`src/rtl/fdc_fifo_pkg.sv`:
```
package fdc_fifo_pkg;
  // transfer phase of the data path
  typedef enum logic [1:0] {
    PH_IDLE  = 2'd0,  // command / result bytes, one-byte buffer
    PH_EXEC  = 2'd1,  // sector data moving
    PH_DRAIN = 2'd2,  // read finished or overran, host empties queue
    PH_PAD   = 2'd3   // write underran, formatter fed zero bytes
  } phase_e;
endpackage

```
`src/rtl/fdc_fifo_store.sv`:
```
module fdc_fifo_store #(
  parameter int DW    = 8,
  parameter int DEPTH = 16,
  parameter int CW    = 5
) (
  input  logic          clk,
  input  logic          rst_n,
  input  logic          flush,
  input  logic          push,
  input  logic          pop,
  input  logic [DW-1:0] wdata,
  output logic [DW-1:0] head,
  output logic [CW-1:0] count
);
  localparam int AW = (DEPTH > 1) ? $clog2(DEPTH) : 1;
  localparam logic [AW-1:0] LAST = AW'(DEPTH - 1);

  logic [DW-1:0] mem_q [DEPTH];
  logic [AW-1:0] wr_ptr_q, wr_ptr_d;
  logic [AW-1:0] rd_ptr_q, rd_ptr_d;
  logic [CW-1:0] count_q, count_d;
  logic          wr_en;

  always_comb begin
    wr_en    = push && !flush;
    wr_ptr_d = wr_ptr_q;
    rd_ptr_d = rd_ptr_q;
    count_d  = count_q;
    if (flush) begin
      wr_ptr_d = '0;
      rd_ptr_d = '0;
      count_d  = '0;
    end else begin
      if (push) wr_ptr_d = (wr_ptr_q == LAST) ? '0 : wr_ptr_q + 1'b1;
      if (pop)  rd_ptr_d = (rd_ptr_q == LAST) ? '0 : rd_ptr_q + 1'b1;
      if (push && !pop)      count_d = count_q + 1'b1;
      else if (pop && !push) count_d = count_q - 1'b1;
    end
  end

  always_ff @(posedge clk) begin
    if (wr_en) mem_q[wr_ptr_q] <= wdata;
  end

  always_ff @(posedge clk or negedge rst_n) begin
    if (!rst_n) begin
      wr_ptr_q <= '0;
      rd_ptr_q <= '0;
      count_q  <= '0;
    end else begin
      wr_ptr_q <= wr_ptr_d;
      rd_ptr_q <= rd_ptr_d;
      count_q  <= count_d;
    end
  end

  assign head  = mem_q[rd_ptr_q];
  assign count = count_q;
endmodule

```
`src/rtl/fdc_fifo_ctrl.sv`:
```
module fdc_fifo_ctrl
  import fdc_fifo_pkg::*;
#(
  parameter int CW = 5
) (
  input  logic          clk,
  input  logic          rst_n,
  input  logic          exec_start,
  input  logic          exec_end,
  input  logic          disk_dir,
  input  logic          disk_stb,
  input  logic          host_wr,
  input  logic          host_rd,
  input  logic [CW-1:0] count,
  input  logic [CW-1:0] cap,
  output phase_e        phase,
  output logic          rd_dir,
  output logic          push,
  output logic          pop,
  output logic          flush,
  output logic          err
);
  phase_e phase_q, phase_d;
  logic   dir_q, dir_d;
  logic   err_q, err_d;
  logic   empty, full, active;
  logic   push_req, pop_req, overrun, underrun;

  always_comb begin
    rd_dir = (phase_q == PH_IDLE) ? disk_dir : dir_q;
    empty  = (count == '0);
    full   = (count >= cap);
    active = (phase_q == PH_IDLE) || (phase_q == PH_EXEC);

    if (rd_dir) begin
      push_req = disk_stb && active;
      pop_req  = host_rd && (active || phase_q == PH_DRAIN);
    end else begin
      push_req = host_wr && active;
      pop_req  = disk_stb && active;
    end

    overrun  = rd_dir  && (phase_q == PH_EXEC) && disk_stb && full;
    underrun = !rd_dir && (phase_q == PH_EXEC) && disk_stb && empty;
    push     = push_req && !full;
    pop      = pop_req && !empty;

    phase_d = phase_q;
    dir_d   = dir_q;
    err_d   = err_q;
    flush   = 1'b0;
    if (exec_start) begin
      phase_d = PH_EXEC;
      dir_d   = disk_dir;
      err_d   = 1'b0;
      flush   = 1'b1;
    end else begin
      unique case (phase_q)
        PH_EXEC: begin
          if (overrun) begin
            err_d   = 1'b1;
            phase_d = PH_DRAIN;
          end else if (underrun) begin
            err_d   = 1'b1;
            phase_d = PH_PAD;
            flush   = 1'b1;
          end else if (exec_end) begin
            if (rd_dir && !empty) begin
              phase_d = PH_DRAIN;
            end else begin
              phase_d = PH_IDLE;
              flush   = 1'b1;
            end
          end
        end
        PH_DRAIN: if (empty) phase_d = PH_IDLE;
        PH_PAD:   if (exec_end) phase_d = PH_IDLE;
        default:  phase_d = phase_q;
      endcase
    end
  end

  always_ff @(posedge clk or negedge rst_n) begin
    if (!rst_n) begin
      phase_q <= PH_IDLE;
      dir_q   <= 1'b0;
      err_q   <= 1'b0;
    end else begin
      phase_q <= phase_d;
      dir_q   <= dir_d;
      err_q   <= err_d;
    end
  end

  assign phase = phase_q;
  assign err   = err_q;
endmodule

```
`src/rtl/fdc_fifo_req.sv`:
```
module fdc_fifo_req
  import fdc_fifo_pkg::*;
#(
  parameter int DEPTH = 16,
  parameter int CW    = 5,
  parameter int TW    = 4
) (
  input  logic          clk,
  input  logic          rst_n,
  input  logic          cfg_we,
  input  logic          cfg_fifo_en,
  input  logic [TW-1:0] cfg_thresh,
  input  phase_e        phase,
  input  logic          rd_dir,
  input  logic [CW-1:0] count,
  output logic [CW-1:0] cap,
  output logic          rqm,
  output logic          dma_req
);
  logic          en_q, en_d;
  logic [TW-1:0] thr_q, thr_d;
  logic [CW-1:0] thr_eff, free;
  logic          empty;

  always_comb begin
    en_d  = cfg_we ? cfg_fifo_en : en_q;
    thr_d = cfg_we ? cfg_thresh  : thr_q;
  end

  always_ff @(posedge clk or negedge rst_n) begin
    if (!rst_n) begin
      en_q  <= 1'b0;
      thr_q <= '0;
    end else begin
      en_q  <= en_d;
      thr_q <= thr_d;
    end
  end

  always_comb begin
    cap     = (en_q && phase != PH_IDLE) ? CW'(DEPTH) : CW'(1);
    if (!en_q || thr_q == '0) thr_eff = CW'(1);
    else                      thr_eff = CW'(thr_q);
    free    = (count >= cap) ? '0 : cap - count;
    empty   = (count == '0);
    rqm     = 1'b0;
    dma_req = 1'b0;
    unique case (phase)
      PH_IDLE: rqm = rd_dir ? !empty : (free != '0);
      PH_EXEC: begin
        rqm     = rd_dir ? !empty : (free != '0);
        dma_req = rd_dir ? (count >= thr_eff) : (free >= thr_eff);
      end
      PH_DRAIN: begin
        rqm     = !empty;
        dma_req = !empty;
      end
      default: begin
        rqm     = 1'b0;
        dma_req = 1'b0;
      end
    endcase
  end
endmodule

```
`src/rtl/fdc_fifo_top.sv`:
```
module fdc_fifo_top
  import fdc_fifo_pkg::*;
#(
  parameter  int DW    = 8,
  parameter  int DEPTH = 16,
  localparam int TW    = $clog2(DEPTH)
) (
  input  logic          clk,
  input  logic          rst_n,
  input  logic          cfg_we,
  input  logic          cfg_fifo_en,
  input  logic [TW-1:0] cfg_thresh,
  input  logic          exec_start,
  input  logic          exec_end,
  input  logic          disk_dir,
  input  logic          disk_stb,
  input  logic [DW-1:0] disk_wdata,
  output logic [DW-1:0] disk_rdata,
  input  logic          host_wr,
  input  logic          host_rd,
  input  logic [DW-1:0] host_wdata,
  output logic [DW-1:0] host_rdata,
  output logic          rqm,
  output logic          dio,
  output logic          dma_req,
  output logic          err
);
  localparam int CW = $clog2(DEPTH + 1);

  logic [1:0]    rst_sync_q;
  logic          core_rst_n;
  phase_e        phase;
  logic          rd_dir, push, pop, flush;
  logic [CW-1:0] count, cap;
  logic [DW-1:0] head, wdata;

  // asynchronous assertion, synchronous release
  always_ff @(posedge clk or negedge rst_n) begin
    if (!rst_n) rst_sync_q <= 2'b00;
    else        rst_sync_q <= {rst_sync_q[0], 1'b1};
  end
  assign core_rst_n = rst_sync_q[1];

  assign wdata = rd_dir ? disk_wdata : host_wdata;

  fdc_fifo_store #(.DW(DW), .DEPTH(DEPTH), .CW(CW)) u_store (
    .clk   (clk),
    .rst_n (core_rst_n),
    .flush (flush),
    .push  (push),
    .pop   (pop),
    .wdata (wdata),
    .head  (head),
    .count (count)
  );

  fdc_fifo_ctrl #(.CW(CW)) u_ctrl (
    .clk        (clk),
    .rst_n      (core_rst_n),
    .exec_start (exec_start),
    .exec_end   (exec_end),
    .disk_dir   (disk_dir),
    .disk_stb   (disk_stb),
    .host_wr    (host_wr),
    .host_rd    (host_rd),
    .count      (count),
    .cap        (cap),
    .phase      (phase),
    .rd_dir     (rd_dir),
    .push       (push),
    .pop        (pop),
    .flush      (flush),
    .err        (err)
  );

  fdc_fifo_req #(.DEPTH(DEPTH), .CW(CW), .TW(TW)) u_req (
    .clk         (clk),
    .rst_n       (core_rst_n),
    .cfg_we      (cfg_we),
    .cfg_fifo_en (cfg_fifo_en),
    .cfg_thresh  (cfg_thresh),
    .phase       (phase),
    .rd_dir      (rd_dir),
    .count       (count),
    .cap         (cap),
    .rqm         (rqm),
    .dma_req     (dma_req)
  );

  assign host_rdata = head;
  assign disk_rdata = (phase == PH_PAD) ? '0 : head;
  assign dio        = rd_dir;
endmodule

```
`config.mk`:
```
export PLATFORM = sky130hd
export DESIGN_NAME = fdc_fifo_top
export DESIGN_NICKNAME = d
export VERILOG_FILES = /design/src/rtl/fdc_fifo_pkg.sv /design/src/rtl/fdc_fifo_store.sv /design/src/rtl/fdc_fifo_ctrl.sv /design/src/rtl/fdc_fifo_req.sv /design/src/rtl/fdc_fifo_top.sv
export SDC_FILE = /design/constraint.sdc
export NUM_CORES = 1
export LEC_CHECK = 0
export BUFFER_PORTS_ARGS = -buffer_cell sky130_fd_sc_hd__buf_2
export CORE_MARGIN = 2
export CORE_UTILIZATION = 57
export DETAILED_ROUTE_END_ITERATION = 6
export GPL_ROUTABILITY_DRIVEN = 0
export HOLD_SLACK_MARGIN = 0.05
export PLACE_DENSITY = 0.8
export SLEW_MARGIN = 5
export SYNTH_ARGS = -nofsm -noshare
export SYNTH_HDL_FRONTEND = slang
export SYNTH_SLANG_ARGS = --single-unit
```
`constraint.sdc`:
```
create_clock -name clk -period 4.9 [get_ports clk]
set_clock_uncertainty 0.2 [all_clocks]
set_input_delay 0.98 -clock clk [delete_from_list [all_inputs] [get_ports clk]]
set_output_delay 0.98 -clock clk [all_outputs]
set_load 0.02 [all_outputs]
```
==> run metrics, run 1 <==
Worst-Margin Slew 1.03 ns; Port Buffers 49; grt peak-use layer met2; Core Area 0.0121 mm^2; Mapped Cells 470; fin crit period 4.67 ns; biggest area consumer among synthesized cells edfxtp_1; Setup-failing EPs final 0; Post-synth EDFFs 128; Reg clk slew, reported paths 0.06 ns; FF-to-FF Start u_ctrl.phase[0]; run status complete, no violations; vias per cell 6.02; Clock Sinks 152; Skew-Pair Late Insertion Delay 0.43 ns; Post-CTS Hold Buffers 0; M3 GR Usage 5.06%; WS Path Type flip-flop to output pin; Post-Syn Area 0.00707 mm^2; Crit. End Element output pin; VDD IR max 274 uV; root buffer cell clkbuf_16; Die Y 115 um; Seq cells post-synth 152; Avg Cell Area, Syn 15.1 um^2; power per cell area 499 mW/mm^2; CP Launch Point u_ctrl.phase[0]; Seq/Total Area, Yosys 62.8%; GR Overflow Total 0; die width 115 um; normalized max-slew margin 31.3%; H-tree levels 4; Fin Setup TNS 0 ns; Via Count 4,218; io pins 50; share of the synthesized area in the top cell type 54.3%; Core Util, Final 66.4%; layout cells sized above 1 27.6%; Yosys warnings 0; vias in the first global route 4,310; full die area 0.0133 mm^2; Post CTS Setup Buffer Count 0; Leak 0.00282 uW; GRT met2 Usage 41.7%; first-pass GRT wire length 23,000 um; Max Cap Violations 0; Crit Path Max Fanout 7; Total Wirelength 14,700 um; TritonRoute pass-1 iters 5; CP Data Required Time 3.72 ns; Final #Nets 577; most frequent cell after synthesis edfxtp_1; Total GRT Usage 24.0%; initial core utilization 58.7%; ANT nets after route 0; FP Rows 40; R2R Setup Slk 1.00 ns; synth cell count leaders 128 x edfxtp_1, 42 x nand2_1, 38 x nor2_1; Final Cycle Share 95.4%; CTS buffer count 17; syn nets 525; setup repair after global routing missed its margin no; endpoints failing hold 0; Worst Hold Class input port to asynchronous set/reset pin; Area Growth Syn to Fin 13.2%; Clock Tree Buf Depth 2; wire per inst 20.9 um; ant diodes 0; cells taking the most area after synthesis edfxtp_1 54%, mux4_2 10%, dfrtp_1 8.5%; CP arrival 3.49 ns; Startpoint Class flip-flop; DRC 0; DPL Wire Length 9590 um; TritonCTS clock tree done; Synth cell types 59; highest clock rate 0.214 GHz; initial antenna violation count 0; largest net degree at the start of global routing 30; Post-synth top flop edfxtp_1; ys async rst share 15.8%; fin. max-slew vios 0; DRT iter0 DRCs 365; grt met1 use 29.1%
## registers in the layout (all words and copies together) (netlist names)
register,count
u_store.rd_ptr_q,4
u_store.mem_q,128
u_ctrl.err,1
u_store.wr_ptr_q,4
u_req.en_q,1
u_ctrl.dir_q,1
u_ctrl.phase,2
rst_sync_q,2
u_req.thr_q,4
u_store.count,5
## cells by family (layout without fill, tap and decap cells)
logic type               count (synthesis)  count (layout)  share of synthesized area (%)
flip-flops                             152             152                           62.8
AND/OR/NAND/NOR                        128             128                           8.90
multiplexers                            62              62                           14.9
AO/OA/AOI/OAI                           59              59                           5.57
buffers and inverters                   35              98                           2.25
adder cells (fa/ha/maj)                 25              25                           4.53
XOR/XNOR                                 8               8                          0.990
other                                    1               1                         0.0530
## layout make-up
cell class,instances,area [um^2]
clock inverter,10,82.6
clock buffer,20,437
timing repair buffer,52,268
sequential,152,4450
tap,168,210
inverter,16,60.1
multi-input combinational,283,2500
fill,825,4060
## metal layers
metal	vias to the layer above	part of all wire (%)
met5	-	0
met1	2105	37
met4	0	2.7
li1	1894	-
met2	182	52
met3	37	7.5
## worst max-delay path, stage by stage (launching register included)
cell and delay, ns:
dfrtp_1 0.40, inv_1 0.11, ha_4 0.20, nor2b_2 0.14, ha_2 0.33, and3_2 0.25, or2_2 0.34, a211oi_2 0.22
ha_1 0.28, o21ai_0 0.09, a21oi_1 0.06, a2111oi_1 0.34, o21ai_0 0.14, buf_2 0.17
## power breakdown
group | switching (uW) | internal [uW] | total [uW]
clock network | 483 | 684 | 1170
registers | 107 | 1540 | 1640
logic | 683 | 502 | 1180
## stage by stage
step / instances / hold WS [ns] / area [um^2] / power, uW / setup WS, ns
floorplan: 470 / 0.0803 / 7070 / 2520 / 0.716
global placement: 671 / 0.138 / 7450 / 2770 / 0.551
detailed placement: 671 / 0.141 / 7450 / 2820 / 0.312
CTS: 701 / 0.118 / 7980 / 3980 / 0.0213
global route: 701 / 0.118 / 8010 / 4180 / 0.00386
finish: 701 / 0.132 / 8010 / 4000 / 0.227
## path summary, 6_finish.rpt
path,to,cells past startpoint
setup / recovery,dma_req,13
hold / removal,rst_sync_q[1],1
setup reg to reg,u_store.count[4],14
hold reg to reg,rst_sync_q[1],0
max in group asynchronous,u_store.rd_ptr_q[0],0
min in group clk,rst_sync_q[1],0
## cells in the final DEF, fill, tap and decap left out, types with 3 or more instances in the layout
cell type,Yosys,final
nor2_1,38,37
a31oi_1,3,3
o21ai_0,12,12
o21ai_1,9,9
nor2b_1,11,10
mux4_2,32,32
a21o_1,3,3
a21oi_1,11,11
mux2_2,15,15
clkbuf_16,0,17
buf_4,1,3
mux2i_1,13,13
edfxtp_1,128,128
clkinv_2,0,5
ha_1,24,22
xor2_1,4,4
dfrtp_1,24,23
nand2_1,42,42
clkbuf_1,8,3
nand3_1,7,7
buf_2,7,49
xnor2_1,4,4
nor3_2,3,3
nand2b_1,6,6
o311ai_0,3,3
inv_1,15,15
## what timing repair did
item / 4_1_cts / 5_1_grt
endpoints found under the setup margin: 1 / 1
gates resized for setup: 2 / 7
pin swaps: 0 / 2
No activity file was read; power rests on OpenSTA's default activity.
==> inputs of run 2 (changes only) <==
- REMOVE_ABC_BUFFERS: default -> 1
==> run 2 against run 1 <==
  * Register-to-register slack gained 0.06 ns
  * Worst hold slack is essentially flat
  * First-iteration DRC count grew 23%
  * Via count shrank 1.7%
  * Die area is the same
  * Global-route usage shrank 0.81 points
  * Critical path type unchanged
  * Largest cell class unchanged
==> run metrics, run 2 (synthesized netlist as in run 1, its figures left out) <==
CP Launch Point u_ctrl.phase[0]; wire per inst 20.1 um; Area Growth Syn to Fin 13.2%; Placed Cells incl. Taps 672; fin crit period 4.64 ns; Reg2Reg Capture Point u_store.count[4]; Setup-failing EPs final 0; VDD IR max 356 uV; Crit. End Element output pin; normalized max-slew margin 31.8%; Crit Path Max Fanout 7; most frequent cells in the layout 128 x edfxtp_1, 49 x buf_2, 42 x nand2_1, 37 x nor2_1, 32 x mux4_2; CP arrival 3.46 ns; Seq pwr share 41.1%; Die Y 115 um; Worst path slowest cell dfrtp_1; FF-to-FF Start u_ctrl.phase[0]; full die area 0.0133 mm^2; initial antenna violation count 0; Port Buffers 49; vias in the first global route 4,124; Core Area 0.0121 mm^2; Comb pwr share 29.8%; max reg flops 128; Max Cap Violations 0; run status complete, no violations; Clock Sinks 152; Final Cycle Share 94.6%; Clock Tree Buf Depth 2; Final Worst Setup Slack 0.263 ns; H-tree levels 4; ANT nets after route 0; Fin Setup TNS 0 ns; sw power 1260 uW; crit-path max cell delay 0.41 ns; area post-placement 0.00746 mm^2; pre-CTS setup slack 0.271 ns; Total Wirelength 14,100 um; initial core utilization 58.7%; cell area after layout 0.00801 mm^2; layout cells sized above 1 26.8%; TritonCTS clock tree done; vias per cell 5.90; Int Pwr 2720 uW; power per cell area 496 mW/mm^2; most common cell after layout, fill and taps aside edfxtp_1; Clk pwr share 29.1%; largest net degree at the start of global routing 26; R2R Setup Slk 1.06 ns; DPL Wire Length 9440 um; CTS buffer count 17; Reg clk slew, reported paths 0.06 ns; DRC 0; Core Util, Final 66.4%; Post CTS Setup Buffer Count 0; fillers 841; DRT iter0 DRCs 448; Worst Hold Class input port to asynchronous set/reset pin; setup repair after global routing missed its margin no; CP Data Required Time 3.72 ns; Leak 0.00281 uW; Skew-Pair Late Insertion Delay 0.42 ns; root buffer cell clkbuf_16; Final #Nets 578; die width 115 um; fin. max-slew vios 0; endpoints failing hold 0; io pins 50; highest clock rate 0.216 GHz; switching share of power 31.6%; worst-path cell chain inv_1, ha_4, nor2b_2, ha_1, and3_2, or2_2, a211oi_1, ha_1, o21ai_0, a21oi_1, a2111oi_2, o21ai_0, buf_2; Worst-Margin Slew 1.02 ns; R2R cell count 14; Post-CTS Hold Buffers 0; largest register by flop count u_store.mem_q; Startpoint Class flip-flop; ant diodes 0; FP Rows 40; first-pass GRT wire length 22,300 um; TritonRoute pass-1 iters 5; GR Overflow Total 0; Via Count 4,145; Finished Layout Cells 702; Total GRT Usage 23.2%; WS Path Type flip-flop to output pin
-- run 2: power by group through the flow --
stage	clock [uW]	combinational [uW]	sequential (uW)
2_1_floorplan	0	844	1650
3_3_place_gp	0	1120	1660
3_5_place_dp	0	1150	1660
4_1_cts	1170	1160	1640
5_1_grt	1230	1300	1650
6_report	1160	1180	1630
-- run 2: timing repair --
item,in CTS,in global routing
endpoints found under the setup margin,1,1
pin swaps,0,1
gates resized for setup,3,5
-- run 2: area by class of cell --
cell class | instances | area [um^2] | share of cell area [%]
sequential | 152 | 4450 | 55.5
tap | 168 | 210 | 2.62
multi-input combinational | 283 | 2500 | 31.2
inverter | 16 | 60.1 | 0.750
clock inverter | 12 | 87.6 | 1.09
timing repair buffer | 53 | 275 | 3.44
clock buffer | 18 | 429 | 5.36
-- run 2: through the flow --
step	hold slack (ns)	power, uW
3_3_place_gp	0.139	2770
4_1_cts	0.116	3970
2_1_floorplan	0.0803	2490
3_5_place_dp	0.136	2820
5_1_grt	0.116	4180
6_report	0.132	3970
-- run 2: critical path, delay by kind of cell (launching register included) --
family / cells / cell delay (ns)
simple gates: 3 / 0.68
compound gates: 5 / 0.79
fa+ha+maj: 3 / 0.84
flops: 1 / 0.41
buf+inv: 2 / 0.31
-- run 2: how the worst max path moves through the flow --
stage | endpoint | slack [ns] | cells past startpoint
5_1_grt | dma_req | 0.008 | 13
4_1_cts | dma_req | 0.02 | 14
3_3_place_gp | dma_req | 0.53 | 14
3_5_place_dp | dma_req | 0.27 | 14
6_report | dma_req | 0.26 | 13
2_1_floorplan | dma_req | 0.72 | 13
-- run 2: routing by layer --
metal / global-route usage (%) / part of all wire, %
met1: 30.8 / 39
met3: 4.80 / 7.2
met5: 0 / 0
met4: 9.24 / 2.6
met2: 37.9 / 51
==> inputs of run 3 (changes only) <==
- GPL_TIMING_DRIVEN: default -> 0
- PLACE_DENSITY: 0.8 -> 0.76
==> run 3 against run 2 <==
  * Core utilization up 0.85 points
  * Non-clock buffer count down 3
  * Die area unchanged
==> run metrics, run 3 (synthesized netlist as in run 1, its figures left out) <==
CP arrival 3.58 ns; Final Cycle Share 97.1%; Total Wirelength 14,500 um; H-tree levels 4; run status complete, no violations; CP Launch Point u_ctrl.phase[0]; Int Pwr 2900 uW; Startpoint Class flip-flop; die width 115 um; setup repair after global routing missed its margin no; Crit. End Element output pin; Clk pwr share 32.6%; vias in the first global route 4,215; FP Rows 40; Post CTS Setup Buffer Count 0; R2R cell count 14; Worst Hold Class input port to asynchronous set/reset pin; power per cell area 517 mW/mm^2; layout cells sized above 1 28.1%; wire per inst 20.7 um; Fin Setup TNS 0 ns; TritonCTS clock tree done; Reg clk slew, reported paths 0.06 ns; fin. max-slew vios 0; Via Count 4,150; Seq pwr share 38.7%; GR Overflow Total 0; Setup-failing EPs final 0; CP Data Required Time 3.72 ns; normalized max-slew margin 10.1%; most frequent cells in the layout 128 x edfxtp_1, 49 x buf_2, 42 x nand2_1, 37 x nor2_1, 32 x mux4_2; Port Buffers 49; first-pass GRT wire length 22,500 um; max reg flops 128; VDD IR max 259 uV; cell area after layout 0.00811 mm^2; TritonRoute pass-1 iters 4; Skew-Pair Late Insertion Delay 0.42 ns; Die Y 115 um; DRT iter0 DRCs 327; Leak 0.00285 uW; Crit Path Max Fanout 8; Final #Nets 575; CTS buffer count 17; vias per cell 5.92; Comb pwr share 28.7%; Design Power 4200 uW; DRC 0; most common cell after layout, fill and taps aside edfxtp_1; initial antenna violation count 0; initial core utilization 58.7%; Area Growth Syn to Fin 14.7%; FF-to-FF Start u_ctrl.phase[0]; ANT nets after route 0; largest register by flop count u_store.mem_q; highest clock rate 0.210 GHz; Post-CTS Hold Buffers 0; root buffer cell clkbuf_16; R2R Setup Slk 0.82 ns; sw power 1300 uW; crit path to dma_req; endpoints failing hold 0; DPL Wire Length 9260 um; Worst-Margin Slew 1.35 ns; full die area 0.0133 mm^2; area post-placement 0.00745 mm^2; largest net degree at the start of global routing 29; fin crit period 4.76 ns; io pins 50; Clock Tree Buf Depth 2; Max Cap Violations 0; Total GRT Usage 23.4%; ant diodes 0; Clock Sinks 152; Core Area 0.0121 mm^2; switching share of power 31.0%; WS Path Type flip-flop to output pin; Reg2Reg Capture Point u_store.count[4]
run 3: changes by cell type in the layout (fill, tap and decap cells not counted), sizes merged:
cell    before  now
inv         16   18
buf         53   50
clkbuf      18   17
bufinv       1    4
clkinv       8    6
run 3: cell type report:
class                      instances  area (um^2)
clock inverter                    15          200
tap                              168          210
clock buffer                      17          425
inverter                          16         60.1
multi-input combinational        283         2500
fill                             815         3950
timing repair buffer              50          265
sequential                       152         4450
run 3: worst min-delay path by stage:
stage,from,end,cells past startpoint
floorplan,rst_sync_q[1],u_ctrl.dir_q,0
CTS,rst_n,rst_sync_q[0],1
global route,rst_n,rst_sync_q[0],1
detailed placement,rst_sync_q[0],rst_sync_q[1],0
finish,rst_n,rst_sync_q[0],1
global placement,rst_sync_q[0],rst_sync_q[1],0
run 3: stage by stage:
| step | std cells | utilization (%) | hold slack (ns) | setup WS [ns] |
|---|---|---|---|---|
| 6_report | 701 | 67.3 | 0.127 | 0.140 |
| 5_1_grt | 701 | 67.3 | 0.116 | 0.0520 |
| 4_1_cts | 701 | 67.0 | 0.117 | 0.0184 |
| 3_5_place_dp | 669 | 61.8 | 0.136 | 0.272 |
| 3_3_place_gp | 668 | 61.6 | 0.137 | 0.317 |
| 2_1_floorplan | 451 | - | 0.0803 | 0.716 |
run 3: power by group through the flow:
| stage | Combinational [uW] | Sequential, uW | Clock, uW |
|---|---|---|---|
| finish | 1200 | 1620 | 1370 |
| global route | 1320 | 1640 | 1430 |
| CTS | 1190 | 1620 | 1380 |
| detailed placement | 1180 | 1650 | 0 |
| global placement | 1090 | 1680 | 0 |
| floorplan | 844 | 1650 | 0 |
run 3: critical path, stage by stage, from the launching register on:
cell,delay [ns]
dfrtp_1,0.42
inv_1,0.15
ha_4,0.21
nor2b_2,0.07
ha_1,0.25
nor2_4,0.20
a31oi_4,0.17
or2_4,0.32
a211oi_2,0.20
ha_1,0.25
o21ai_0,0.08
a21oi_1,0.08
a2111oi_1,0.43
o21ai_0,0.15
buf_2,0.18
run 3: repair_timing:
item | CTS | global route
gates resized for setup | 4 | 5
pin swaps | 0 | 0
endpoints found under the setup margin | 1 | 1
run 3: routing by layer:
layer	GRT usage, %	vias to the layer above	routed length [um]
met4	9.08	0	320
li1	-	1894	-
met1	29.5	2079	5690
met2	39.7	156	7660
met3	5.17	21	873
met5	0	-	0
